**src/rtl/wdog_pkg.sv**
```systemverilog
package wdog_pkg;
  typedef struct packed {
    logic [1:0] sel;
    logic       byp;
    logic       en;
  } wdog_ctrl_t;

  localparam logic [7:0] KEY_ARM     = 8'h55;
  localparam logic [7:0] KEY_RESTART = 8'hAA;
endpackage

```
**src/rtl/wdog_ctrl_reg.sv**
```systemverilog
module wdog_ctrl_reg
  import wdog_pkg::*;
(
  input  logic       clk,
  input  logic       rst_n,
  input  logic       ctl_wr,
  input  logic [3:0] ctl_data,
  output wdog_ctrl_t ctrl
);
  wdog_ctrl_t ctrl_q, ctrl_d;
  logic       lock_q, lock_d;
  logic       load;

  assign load = ctl_wr && !lock_q;

  always_comb begin
    ctrl_d = ctrl_q;
    lock_d = lock_q;
    if (load) begin
      ctrl_d = wdog_ctrl_t'(ctl_data);
      lock_d = 1'b1;
    end
  end

  always_ff @(posedge clk or negedge rst_n) begin
    if (!rst_n) begin
      ctrl_q <= '0;
      lock_q <= 1'b0;
    end else begin
      ctrl_q <= ctrl_d;
      lock_q <= lock_d;
    end
  end

  assign ctrl = ctrl_q;


  ctrl_locked_chk: assert property (@(posedge clk) disable iff (!rst_n)
    lock_q |=> $stable(ctrl_q));


  lock_sticky_chk: assert property (@(posedge clk) disable iff (!rst_n)
    lock_q |=> lock_q);
endmodule

```
**src/rtl/wdog_key_fsm.sv**
```systemverilog
module wdog_key_fsm
  import wdog_pkg::*;
(
  input  logic       clk,
  input  logic       rst_n,
  input  logic       svc_wr,
  input  logic [7:0] svc_data,
  output logic       restart
);
  logic armed_q, armed_d;
  logic is_arm, is_rst;

  assign is_arm = svc_wr && (svc_data == KEY_ARM);
  assign is_rst = svc_wr && (svc_data == KEY_RESTART);

  always_comb begin
    armed_d = armed_q;
    if (is_arm)      armed_d = 1'b1;
    else if (is_rst) armed_d = 1'b0;
  end

  always_ff @(posedge clk or negedge rst_n) begin
    if (!rst_n) armed_q <= 1'b0;
    else        armed_q <= armed_d;
  end

  assign restart = is_rst && armed_q;


  arm_source_chk: assert property (@(posedge clk) disable iff (!rst_n)
    $rose(armed_q) |-> $past(svc_wr && svc_data == KEY_ARM));


  disarm_source_chk: assert property (@(posedge clk) disable iff (!rst_n)
    $fell(armed_q) |-> $past(restart));
endmodule

```
**src/rtl/wdog_counter.sv**
```systemverilog
module wdog_counter
  import wdog_pkg::*;
#(
  parameter int PRE_LOG2 = 3,
  parameter int EXP0     = 9,
  parameter int EXP1     = 11,
  parameter int EXP2     = 13,
  parameter int EXP3     = 15
) (
  input  logic       clk,
  input  logic       rst_n,
  input  wdog_ctrl_t ctrl,
  input  logic       restart,
  output logic       rst_req,
  output logic       wd_flag
);
  localparam int M01   = (EXP0 > EXP1) ? EXP0 : EXP1;
  localparam int M23   = (EXP2 > EXP3) ? EXP2 : EXP3;
  localparam int CNT_W = (M01 > M23) ? M01 : M23;

  logic [PRE_LOG2-1:0] pre_q, pre_d;
  logic [CNT_W-1:0]    cnt_q, cnt_d, lim;
  logic                req_q, req_d, flag_q, flag_d;
  logic                tick, expire;

  always_comb begin
    case (ctrl.sel)
      2'd0:    lim = CNT_W'((64'd1 << EXP0) - 64'd1);
      2'd1:    lim = CNT_W'((64'd1 << EXP1) - 64'd1);
      2'd2:    lim = CNT_W'((64'd1 << EXP2) - 64'd1);
      default: lim = CNT_W'((64'd1 << EXP3) - 64'd1);
    endcase
  end

  assign tick   = ctrl.byp || (pre_q == '1);
  assign expire = ctrl.en && !restart && tick && (cnt_q == lim);

  always_comb begin
    pre_d  = pre_q;
    cnt_d  = cnt_q;
    req_d  = expire;
    flag_d = flag_q || expire;
    if (restart) begin
      pre_d = '0;
      cnt_d = '0;
    end else if (ctrl.en) begin
      pre_d = pre_q + 1'b1;
      if (tick) cnt_d = (cnt_q == lim) ? '0 : cnt_q + 1'b1;
    end
  end

  always_ff @(posedge clk or negedge rst_n) begin
    if (!rst_n) begin
      pre_q  <= '0;
      cnt_q  <= '0;
      req_q  <= 1'b0;
      flag_q <= 1'b0;
    end else begin
      pre_q  <= pre_d;
      cnt_q  <= cnt_d;
      req_q  <= req_d;
      flag_q <= flag_d;
    end
  end

  assign rst_req = req_q;
  assign wd_flag = flag_q;


  req_pulse_chk: assert property (@(posedge clk) disable iff (!rst_n)
    rst_req |=> !rst_req);


  disabled_quiet_chk: assert property (@(posedge clk) disable iff (!rst_n)
    !ctrl.en |=> !rst_req);


  disabled_hold_chk: assert property (@(posedge clk) disable iff (!rst_n)
    (!ctrl.en && !restart) |=> $stable(cnt_q));


  restart_zero_chk: assert property (@(posedge clk) disable iff (!rst_n)
    restart |=> (cnt_q == '0 && !rst_req));


  flag_with_req_chk: assert property (@(posedge clk) disable iff (!rst_n)
    rst_req |-> wd_flag);


  flag_sticky_chk: assert property (@(posedge clk) disable iff (!rst_n)
    wd_flag |=> wd_flag);
endmodule

```
**src/rtl/wdog_top.sv**
```systemverilog
module wdog_top
  import wdog_pkg::*;
#(
  parameter int PRE_LOG2 = 3,
  parameter int EXP0     = 9,
  parameter int EXP1     = 11,
  parameter int EXP2     = 13,
  parameter int EXP3     = 15
) (
  input  logic       clk,
  input  logic       rst_n,
  input  logic       wr_en,
  input  logic       wr_sel,
  input  logic [7:0] wr_data,
  output logic       rst_req,
  output logic       wd_flag
);
  wdog_ctrl_t ctrl;
  logic       restart;
  logic       ctl_wr, svc_wr;

  assign ctl_wr = wr_en && !wr_sel;
  assign svc_wr = wr_en &&  wr_sel;

  wdog_ctrl_reg u_ctrl (
    .clk      (clk),
    .rst_n    (rst_n),
    .ctl_wr   (ctl_wr),
    .ctl_data (wr_data[3:0]),
    .ctrl     (ctrl)
  );

  wdog_key_fsm u_key (
    .clk      (clk),
    .rst_n    (rst_n),
    .svc_wr   (svc_wr),
    .svc_data (wr_data),
    .restart  (restart)
  );

  wdog_counter #(
    .PRE_LOG2 (PRE_LOG2),
    .EXP0     (EXP0),
    .EXP1     (EXP1),
    .EXP2     (EXP2),
    .EXP3     (EXP3)
  ) u_cnt (
    .clk     (clk),
    .rst_n   (rst_n),
    .ctrl    (ctrl),
    .restart (restart),
    .rst_req (rst_req),
    .wd_flag (wd_flag)
  );


  idle_until_cfg_chk: assert property (@(posedge clk) disable iff (!rst_n)
    !wd_flag |-> !rst_req);
endmodule

```
**config.mk**
```make
export PLATFORM = sky130hd
export DESIGN_NAME = wdog_top
export DESIGN_NICKNAME = d
export VERILOG_FILES = /design/src/rtl/wdog_pkg.sv /design/src/rtl/wdog_ctrl_reg.sv /design/src/rtl/wdog_key_fsm.sv /design/src/rtl/wdog_counter.sv /design/src/rtl/wdog_top.sv
export SDC_FILE = /design/constraint.sdc
export NUM_CORES = 1
export LEC_CHECK = 0
export BUFFER_PORTS_ARGS = -buffer_cell sky130_fd_sc_hd__buf_2
export CORE_ASPECT_RATIO = 1.25
export CORE_MARGIN = 10
export CORE_UTILIZATION = 25
export DETAILED_ROUTE_END_ITERATION = 8
export PLACE_DENSITY = 0.52
export RECOVER_POWER = 25
export SYNTH_ARGS = -nofsm -noshare
export SYNTH_HDL_FRONTEND = slang
export SYNTH_SLANG_ARGS = --single-unit
```
**constraint.sdc**
```tcl
create_clock -name clk -period 1.85 [get_ports clk]
set_clock_uncertainty 0.2 [all_clocks]
set_input_delay 0.185 -clock clk [delete_from_list [all_inputs] [get_ports clk]]
set_output_delay 0.185 -clock clk [all_outputs]
set_load 0.05 [all_outputs]
```
# Word-level counts from Yosys, hierarchy flattened
# Cells that the tools add are included.
# W data, S select, Z words.
classes:
  mul: 0
  eq_ne: 6
  addsub: 2
  bitwise: 0
  reduce_logical: 19
  mux: 9
  order_cmp: 0
  div: 0
  shifts: 0
ops:
  columns: ["operator", "count"]
  rows:
  - ["$mux W15", 4]
  - ["$pmux W15 S3", 1]
  - ["$add A15 B1 Y15 const B", 1]
  - ["$eq A15 B15 Y1", 1]
  - ["$logic_and A1 B1 Y1", 9]
  - ["$eq A8 B7 Y1 const B", 1]
  - ["$eq A8 B8 Y1 const B", 1]
  - ["$mux W3", 2]
  - ["$reduce_bool A2 Y1", 3]
  - ["$add A3 B1 Y3 const B", 1]
  - ["$eq A3 B3 Y1 const B", 1]
  - ["$logic_not A1 Y1", 3]
  - ["$eq A2 B1 Y1 const B", 1]
  - ["$eq A2 B2 Y1 const B", 1]
  - ["$logic_not A2 Y1", 1]
  - ["$logic_or A1 B1 Y1", 2]
  - ["$mux W1", 2]
  - ["$reduce_and A2 Y1", 1]
word_totals:
  register_bits: 26
  rom_bits: 0
  mem_count: 0
  latch_bits: 0
  word_cells: 45
  mem_bits_rw: 0
  in_bits: 12

# Logic depth before layout (Yosys ltp)
# Gate-level depths: netlist (run 1).
depth:
  depth_word: 8
  mapped_depth: 7
  depth_no_buf: 7

# Cells and area by module
# Synthesis (run 1) repeated with hierarchy kept, for this count alone.
hier_totals:
  hier_cells: 147
  hier_area_um2: 1447.6
by_module_without_submodules:
  columns: ["mod", "area_per_inst_um2", "instances", "seq_area_each_um2", "cells_each"]
  rows:
  - ["wdog_counter", 1136.1, 1, 500.5, 123]
  - ["wdog_ctrl_reg", 190.2, 1, 125.1, 11]
  - ["wdog_key_fsm", 105.1, 1, 25.0, 11]
  - ["wdog_top", 16.3, 1, 0.0, 2]

# Worst setup path before layout (run 1)
# OpenSTA, ideal clock, no wires.
synth_path:
  path_type: "flip-flop to flip-flop"
  start: "reg u_cnt.pre_q[0]"
  end: "reg u_cnt.cnt_q[9]"
  n_path_buf: 1
  slack_ns: -0.160
  arrival_time_ns: 1.709
  t_required_ns: 1.549
  setup_time_ns: 0.101
  stages_incl_launch_ff: 7
  period_less_slack_ns: 2.010
  cell_sequence: "dfrtp_1 > ha_1 > ha_1 > o21ai_1 > clkbuf_1 > nor2_1 > nor4_1"
synth_via:
  elab_chain_cells: 4
synth_lines:
  columns: ["element", "line_no", "rtl"]
  rows:
  - ["start, declared", "wdog_counter.sv:21", "logic [PRE_LOG2-1:0] pre_q, pre_d;"]
  - ["start signal, assigned", "wdog_counter.sv:59", "pre_q <= pre_d;"]
  - ["$eq A3 B3 Y1", "wdog_counter.sv:35", "assign tick = ctrl.byp || (pre_q == '1);"]
  - ["$logic_or A1 B1 Y1", "wdog_counter.sv:35", null]
  - ["$reduce_bool A2 Y1 (no source line)", null, null]
  - ["$reduce_and A2 Y1 (no source line)", null, null]
  - ["end signal, assigned", "wdog_counter.sv:60", "cnt_q <= cnt_d;"]
  - ["end, declared", "wdog_counter.sv:22", "logic [CNT_W-1:0] cnt_q, cnt_d, lim;"]
# No other way between the ends.
# A chain may end at the register's enable or synchronous reset.

# Final worst setup path (run 1)
layout_path:
  start: "reg u_ctrl.ctrl_q (netlist bit u_ctrl.ctrl[3])"
  end: "reg u_cnt.cnt_q[3]"
layout_via:
  elab_chain_cells: 7
layout_lines:
  columns: ["element", "line_no", "rtl"]
  rows:
  - ["start, declared", "wdog_ctrl_reg.sv:10", "wdog_ctrl_t ctrl_q, ctrl_d;"]
  - ["start signal, assigned", "wdog_ctrl_reg.sv:30", "ctrl_q <= ctrl_d;"]
  - ["$eq A2 B2 Y1, or another cell as far along", "wdog_counter.sv:27", "case (ctrl.sel)"]
  - ["$pmux W15 S3 (*)", "wdog_counter.sv:27", null]
  - ["$eq A15 B15 Y1 (*)", "wdog_counter.sv:48", "if (tick) cnt_d = (cnt_q == lim) ? '0 : cnt_q + 1'b1;"]
  - ["$mux W15 (*) (2 in a row)", "wdog_counter.sv:48", null]
  - ["$mux W15 (*)", "wdog_counter.sv:46", "end else if (ctrl.en) begin"]
  - ["$mux W15 (*)", "wdog_counter.sv:43", "if (restart) begin"]
# Mark *: on every way between the ends. The rest lies on a longest branch, timed or not. The select of a mux whose other input is x is not followed.

==> qor.csv, run 1 <==
metric,value,unit
postSynthAreaPerCell,9.992,sq um
ios,14,
relSlewSlack,55.45,%
cts.clk_slew.worst_paths,0.10,ns
combinationalPowerShare,36.4,%
grt_max_degree,27,
worst_pin_slew,0.6682,ns
ant_nets,0,
final_max_slew_viol_count,0,
fin_crit_sh,103.1,%
drtIter0Drc,45,
cts.sinks,26,
vias_per_cell,4.791,
grt_busiest_layer,met2,
syn_nets,154,
grt_pass1_wl,5506,um
nets,196,
worstPathMaxFanout,5,
met2_usage,12.68,%
fmax,0.5244,GHz
cts_buffers,3,
setup_ws,-0.05704,ns
min_period,1.907,ns
p_per_area,994.7,nW/um^2
final_hold_viol_count,1,
synthSimpleGateAreaFrac,26.94,%
p_seq_share,43.7,%
dieHeight,103.3,um
postPlaceCellArea,1658,sq um
routed_wl,3190,um
antenna_found_initial,0,
syn_inst,139,
synth-xor-area-share,5.045,%
fin_cells,244,
dr.pass1.iters,4,
die_w,86.67,um
rrSetupSlack,-0.06,ns
grt_setup_unrepaired,yes,
power.share.clock,19.9,%
clockRootBuffer,clkbuf_8,
clk_latency,0.28,ns
first_global_vias,1225,
grt_usage,7.621,%
setup_viol,4,
ir_drop,0.0005543,V
p_leak,0.7742,nW
final_common_cell,dfrtp_1,
start_util,25.69,%
cp.arrival,1.88,ns
violations,"hold timing, setup timing",
use_met1,9.019,%
fp.coreArea,5405,sq um
critical_path_required,1.82,ns
stdcell_area,1911,sq um
cap_violations,0,
switching_share,34.28,%
die_area,8955,sq um
gp_congestion,0.7689,
pre_cts_slack,-0.05763,ns
antenna_cells,0,
synth_mux_area_share,5.495,%
synth_compound_area_share,10.00,%
hp-class,in -> reg,
yosys_warnings,0,
ys_seq_elements,26,
place_inst,231,
final_cell_mix,"dfrtp_1 (25), buf_4 (22), nor2_1 (18)",
htreeDepth,1,
worstSetupStartpointType,flip-flop,
synth_area,1389,sq um
grtUsageMet3,1.724,%
synth_fa_ha_area_share,2.703,%
status,"finished, violations left",
drive_above_1_share,38.33,%
row_count,30,
cts_tree,built,
synth_top_family_by_area,simple AND/OR/NAND/NOR gates,
grt_overflow,0,
intPower,1.249,mW
fin_setup_tns,-0.1380,ns
end_kind,flip-flop,
clock_path_buffers,2,
ys_seq_area_share,46.85,%
areaGrowthSynthToFinish,37.57,%
place.port_buffers,13,
vias,1169,
whs,-0.01350,ns
p_sw,651.4,uW
wl_per_cell,13.07,um
synth.distinct_cells,40,
drcViolationCount,0,
dpl.hpwl,2178,um
crit_type,reg -> reg,
[cell type report]
| class | count | area [sq um] |
|---|---|---|
| Fill cell | 578 | 3495 |
| Multi-Input combinational cell | 106 | 812.0 |
| Sequential cell | 26 | 651.9 |
| Timing Repair Buffer | 41 | 300.3 |
| Tap cell | 64 | 80.08 |
| Clock buffer | 4 | 55.05 |
| Inverter | 3 | 11.26 |
[worst paths after layout]
| kind | startpoint | endpoint | cells after the start |
|---|---|---|---|
| worst max-delay path | u_ctrl.ctrl[3] | u_cnt.cnt_q[3] | 7 |
| min in group asynchronous | rst_n | u_cnt.rst_req | 2 |
| worst min register to register | u_cnt.wd_flag | u_cnt.wd_flag | 1 |
| max in group asynchronous | rst_n | u_ctrl.ctrl[3] | 2 |
| worst min-delay path | wr_sel | u_key.armed_q | 3 |
| worst max register to register | u_ctrl.ctrl[3] | u_cnt.cnt_q[3] | 7 |
[repair_timing]
item	4_1_cts	5_1_grt
cloned	1	0
endpoints found under the hold margin	29	0
pin swaps	3	10
setup endpoints to repair	6	18
buffers inserted	2	2
hold buffers	4	0
resized for setup	6	15
[layer usage]
metal | routed length, um | vias up
met5 | 0 | -
met4 | 54 | 0
met1 | 1455 | 570
met2 | 1569 | 15
li1 | - | 580
met3 | 110 | 4
[critical path, stage by stage, from the launching register on]
cell	delay, ns
dfrtp_2	0.44
or4_4	0.55
nor2_4	0.15
o211ai_4	0.10
buf_12	0.16
buf_6	0.10
nand3_2	0.06
a21oi_2	0.05
[power groups by stage]
stage | Combinational, mW | Clock [mW] | Sequential (mW)
2_1_floorplan | 0.368 | 0 | 0.824
3_3_place_gp | 0.592 | 0 | 0.826
3_5_place_dp | 0.596 | 0 | 0.830
4_1_cts | 0.634 | 0.389 | 0.821
5_1_grt | 0.782 | 0.408 | 0.856
6_report | 0.692 | 0.377 | 0.831
[registers in the layout (all words and copies together), names as in the netlist]
| register | flops |
|---|---|
| u_cnt.rst_req | 1 |
| u_ctrl.lock_q | 1 |
| u_key.armed_q | 1 |
| u_cnt.pre_q | 3 |
| u_cnt.wd_flag | 1 |
| u_cnt.cnt_q | 15 |
| u_ctrl.ctrl | 4 |
[through the flow]
stage          utilization (%)  total power, mW
2_1_floorplan                -            1.192
3_3_place_gp             30.67            1.417
3_5_place_dp             30.67            1.426
4_1_cts                  33.54            1.844
5_1_grt                  35.35            2.046
6_report                 35.35            1.900
[synthesized netlist by cell type (all sizes together)]
library cell	count	share of area, %
nand2	12	3.2
o21a	1	0.54
ha	3	2.7
a21oi	7	2.8
clkbuf	1	0.27
xor2	5	3.2
o21ai	5	1.8
or4b	1	0.72
or4	1	0.54
mux2	5	4.1
nor4	3	1.4
nor4bb	4	2.9
a211oi	1	0.54
o211ai	1	1.5
nor3	5	3.0
nand3	10	4.0
buf	4	1.9
o21bai	1	0.54
nor4b	1	0.63
nand4	4	1.8
inv	3	0.81
dfrtp	26	47
o31ai	1	0.90
nor2	19	5.3
and2	1	0.45
or2	2	0.90
nand4b	1	0.63
nand2b	2	0.90
mux2i	2	1.4
xnor2	3	1.9
a31oi	3	1.4
or3b	1	0.63
[kinds of logic (layout without fill, tap and decap cells)]
group	Yosys count	count (layout)
AOI/OAI and AO/OA	20	21
xor gates and xnor gates	8	8
adders and majority gates	3	3
buffers and inverters	8	48
DFF	26	26
muxes	7	7
and+or+nand+nor	67	67
(Power assumes the default switching activity.)
==> inputs of run 2 (changes only) <==
- CTS_BUF_LIST: not set -> sky130_fd_sc_hd__clkbuf_4 sky130_fd_sc_hd__clkbuf_8 sky130_fd_sc_hd__clkbuf_16
- GPL_ROUTABILITY_DRIVEN: not set -> 0
- SYNTH_HIERARCHICAL: not set -> 1
==> qor.csv, run 2 <==
metric,value,unit,change
min_period,1.844,ns,-0.06261 ns
synthArstFlopShare,100.0,%,unchanged
die_w,88.06,um,+1.6%
ys_seq_elements,26,,unchanged
cp.arrival,1.79,ns,-0.09 ns
critical_path_required,1.80,ns,-0.02 ns
ys_seq_area_share,44.94,%,-1.9 points
yosysTopAreaCellShare,44.94,%,-1.9 points
antenna_found_initial,0,,unchanged
syn_inst,147,,+5.8%
totalPowerFinal,1.810,mW,-4.8%
synth_commonest_cells,"dfrtp_1 (26), nor2_1 (16), nand2_1 (14)",,
cts_tree,built,,
synth.distinct_cells,45,,+13%
grt_usage,7.601,%,-0.020 points
fin_crit_sh,99.70,%,-3.4 points
grt_pass1_wl,5823,um,+5.8%
relSlewSlack,57.10,%,+1.7 points
cts.clk_slew.worst_paths,0.09,ns,about the same
antenna_cells,0,,unchanged
regMostFlops,u_cnt/cnt_q,,
clk_latency,0.26,ns,-0.02 ns
clockRootBuffer,clkbuf_8,,
crit_type,reg -> reg,,
final_max_slew_viol_count,0,,unchanged
largest_register_ffs,15,,unchanged
hp-class,in -> reg,,
wl_per_cell,13.02,um,-0.38%
cap_violations,0,,unchanged
postSynthAreaPerCell,9.848,sq um,-1.4%
yosys_warnings,6,,+6
place.port_buffers,13,,unchanged
final_common_cell,dfrtp_1,,
fp.coreArea,5518,sq um,+2.1%
fillers,560,,-3.1%
routed_wl,3256,um,+2.1%
yosys.area.top_type,dfrtp_1,,
drive_above_1_share,38.17,%,-0.16 points
syn_nets,162,,+5.2%
stdcell_area,1971,sq um,+3.1%
synth_edf_count,0,,unchanged
worstSetupStartpointType,flip-flop,,
synth_area,1448,sq um,+4.2%
first_global_vias,1304,,+6.4%
final_cell_mix,"dfrtp_1 (25), buf_4 (23), nor2_1 (16)",,
grt_setup_unrepaired,yes,,
drtIter0Drc,55,,+22%
p_leak,0.7941,nW,+2.6%
ir_drop,0.0002939,V,-47%
nets,202,,+3.1%
clock_path_buffers,2,,unchanged
die_area,9253,sq um,+3.3%
status,completed,,
p_per_area,918.5,nW/um^2,-7.7%
grt_overflow,0,,unchanged
grt_max_degree,27,,unchanged
setup_ws,0.005564,ns,+0.06261 ns
ys_top_cells_by_area,"dfrtp_1 (45%), xor2_1 (4.2%), nor2_1 (4.1%)",,
htreeDepth,1,,unchanged
end_kind,flip-flop,,
ys.flop_type,dfrtp_1,,
setup_viol,0,,-4
dpl.hpwl,2437,um,+12%
place_inst,237,,+2.6%
drcViolationCount,0,,unchanged
whs,0.05590,ns,+0.06940 ns
worstPathMaxFanout,7,,+2
vias,1206,,+3.2%
row_count,30,,unchanged
cts.sinks,26,,unchanged
ant_nets,0,,unchanged
cts_buffers,3,,unchanged
pre_cts_slack,-0.1207,ns,-0.06306 ns
postPlaceCellArea,1732,sq um,+4.5%
dieHeight,105.1,um,+1.7%
final_hold_viol_count,0,,-1
fin_cells,250,,+2.5%
ios,14,,unchanged
vias_per_cell,4.824,,+0.69%
synth.most_common_cell,dfrtp_1,,
worst_pin_slew,0.6434,ns,-0.02479 ns
dr.pass1.iters,4,,unchanged
fmax,0.5422,GHz,+3.4%
start_util,26.24,%,+0.54 points
areaGrowthSynthToFinish,36.13,%,
==> run 2: what timing repair did <==
| item | in CTS | in global routing |
|---|---|---|
| hold buffers | 5 | 0 |
| endpoints found under the hold margin | 31 | 0 |
| pin swaps | 5 | 11 |
| buffers inserted | 0 | 5 |
| setup endpoints to repair | 13 | 14 |
| resized for setup | 10 | 11 |
==> run 2: per-layer routing <==
metal | GRT usage (%) | wire (um) | up-vias
li1 | - | - | 600
met1 | 8.349 | 1315 | 591
met2 | 13.59 | 1849 | 10
met3 | 1.088 | 41 | 5
met4 | 3.708 | 50 | 0
met5 | 0 | 0 | -
==> run 2: cells by family after synthesis <==
kind of cell	count (synthesis)	synth area share [%]
AND/OR/NAND/NOR	72	29.30
multiplexers	6	4.494
buffers and inverters	12	4.149
flip-flops	26	44.94
adder cells (fa/ha/maj)	3	2.593
AO/OA/AOI/OAI	17	7.866
XOR/XNOR	11	6.655
==> run 2: report_power, final <==
part	total, mW	internal (mW)	switching (mW)
clock network	0.361	0.190	0.171
registers	0.806	0.697	0.109
logic	0.643	0.343	0.300
==> run 2: stage by stage <==
| step | TNS [ns] | util [%] |
|---|---|---|
| after detailed placement | -0.5511 | 31.38 |
| after global routing | -0.5704 | 35.71 |
| after global placement | -0.5102 | 31.38 |
| after CTS | -0.1052 | 34.13 |
| final | 0 | 35.71 |
| after floorplan | -0.01132 | - |
==> run 2: path summary, 6_finish.rpt <==
kind                            cells past startpoint  slack [ns]               to           start
worst min register to register                      1        0.30    u_cnt/wd_flag   u_cnt/wd_flag
max in group asynchronous                           2        0.74   u_cnt/cnt_q[4]           rst_n
worst max register to register                      5       0.006  u_cnt/cnt_q[13]  u_cnt/cnt_q[9]
min in group asynchronous                           2        0.26    u_cnt/rst_req           rst_n
worst min-delay path                                3        0.06    u_ctrl/lock_q           wr_en
worst max-delay path                                5       0.006  u_cnt/cnt_q[13]  u_cnt/cnt_q[9]
==> run 2: area by class of cell <==
cell class / instances / area, sq um / area share, %
tap: 64 / 80.08 / 4.063
multi-input combinational: 109 / 865.8 / 43.94
clock buffer: 4 / 55.05 / 2.794
inverter: 5 / 18.77 / 0.9524
sequential: 26 / 651.9 / 33.08
timing repair buffer: 42 / 299.0 / 15.17
==> run 2: worst max-delay path, cell delays in order, from the launching register on <==
cell	delay (ns)
dfrtp_1	0.41
or4b_4	0.55
nand4_4	0.14
o2111ai_4	0.18
o311ai_1	0.12
a31oi_1	0.12
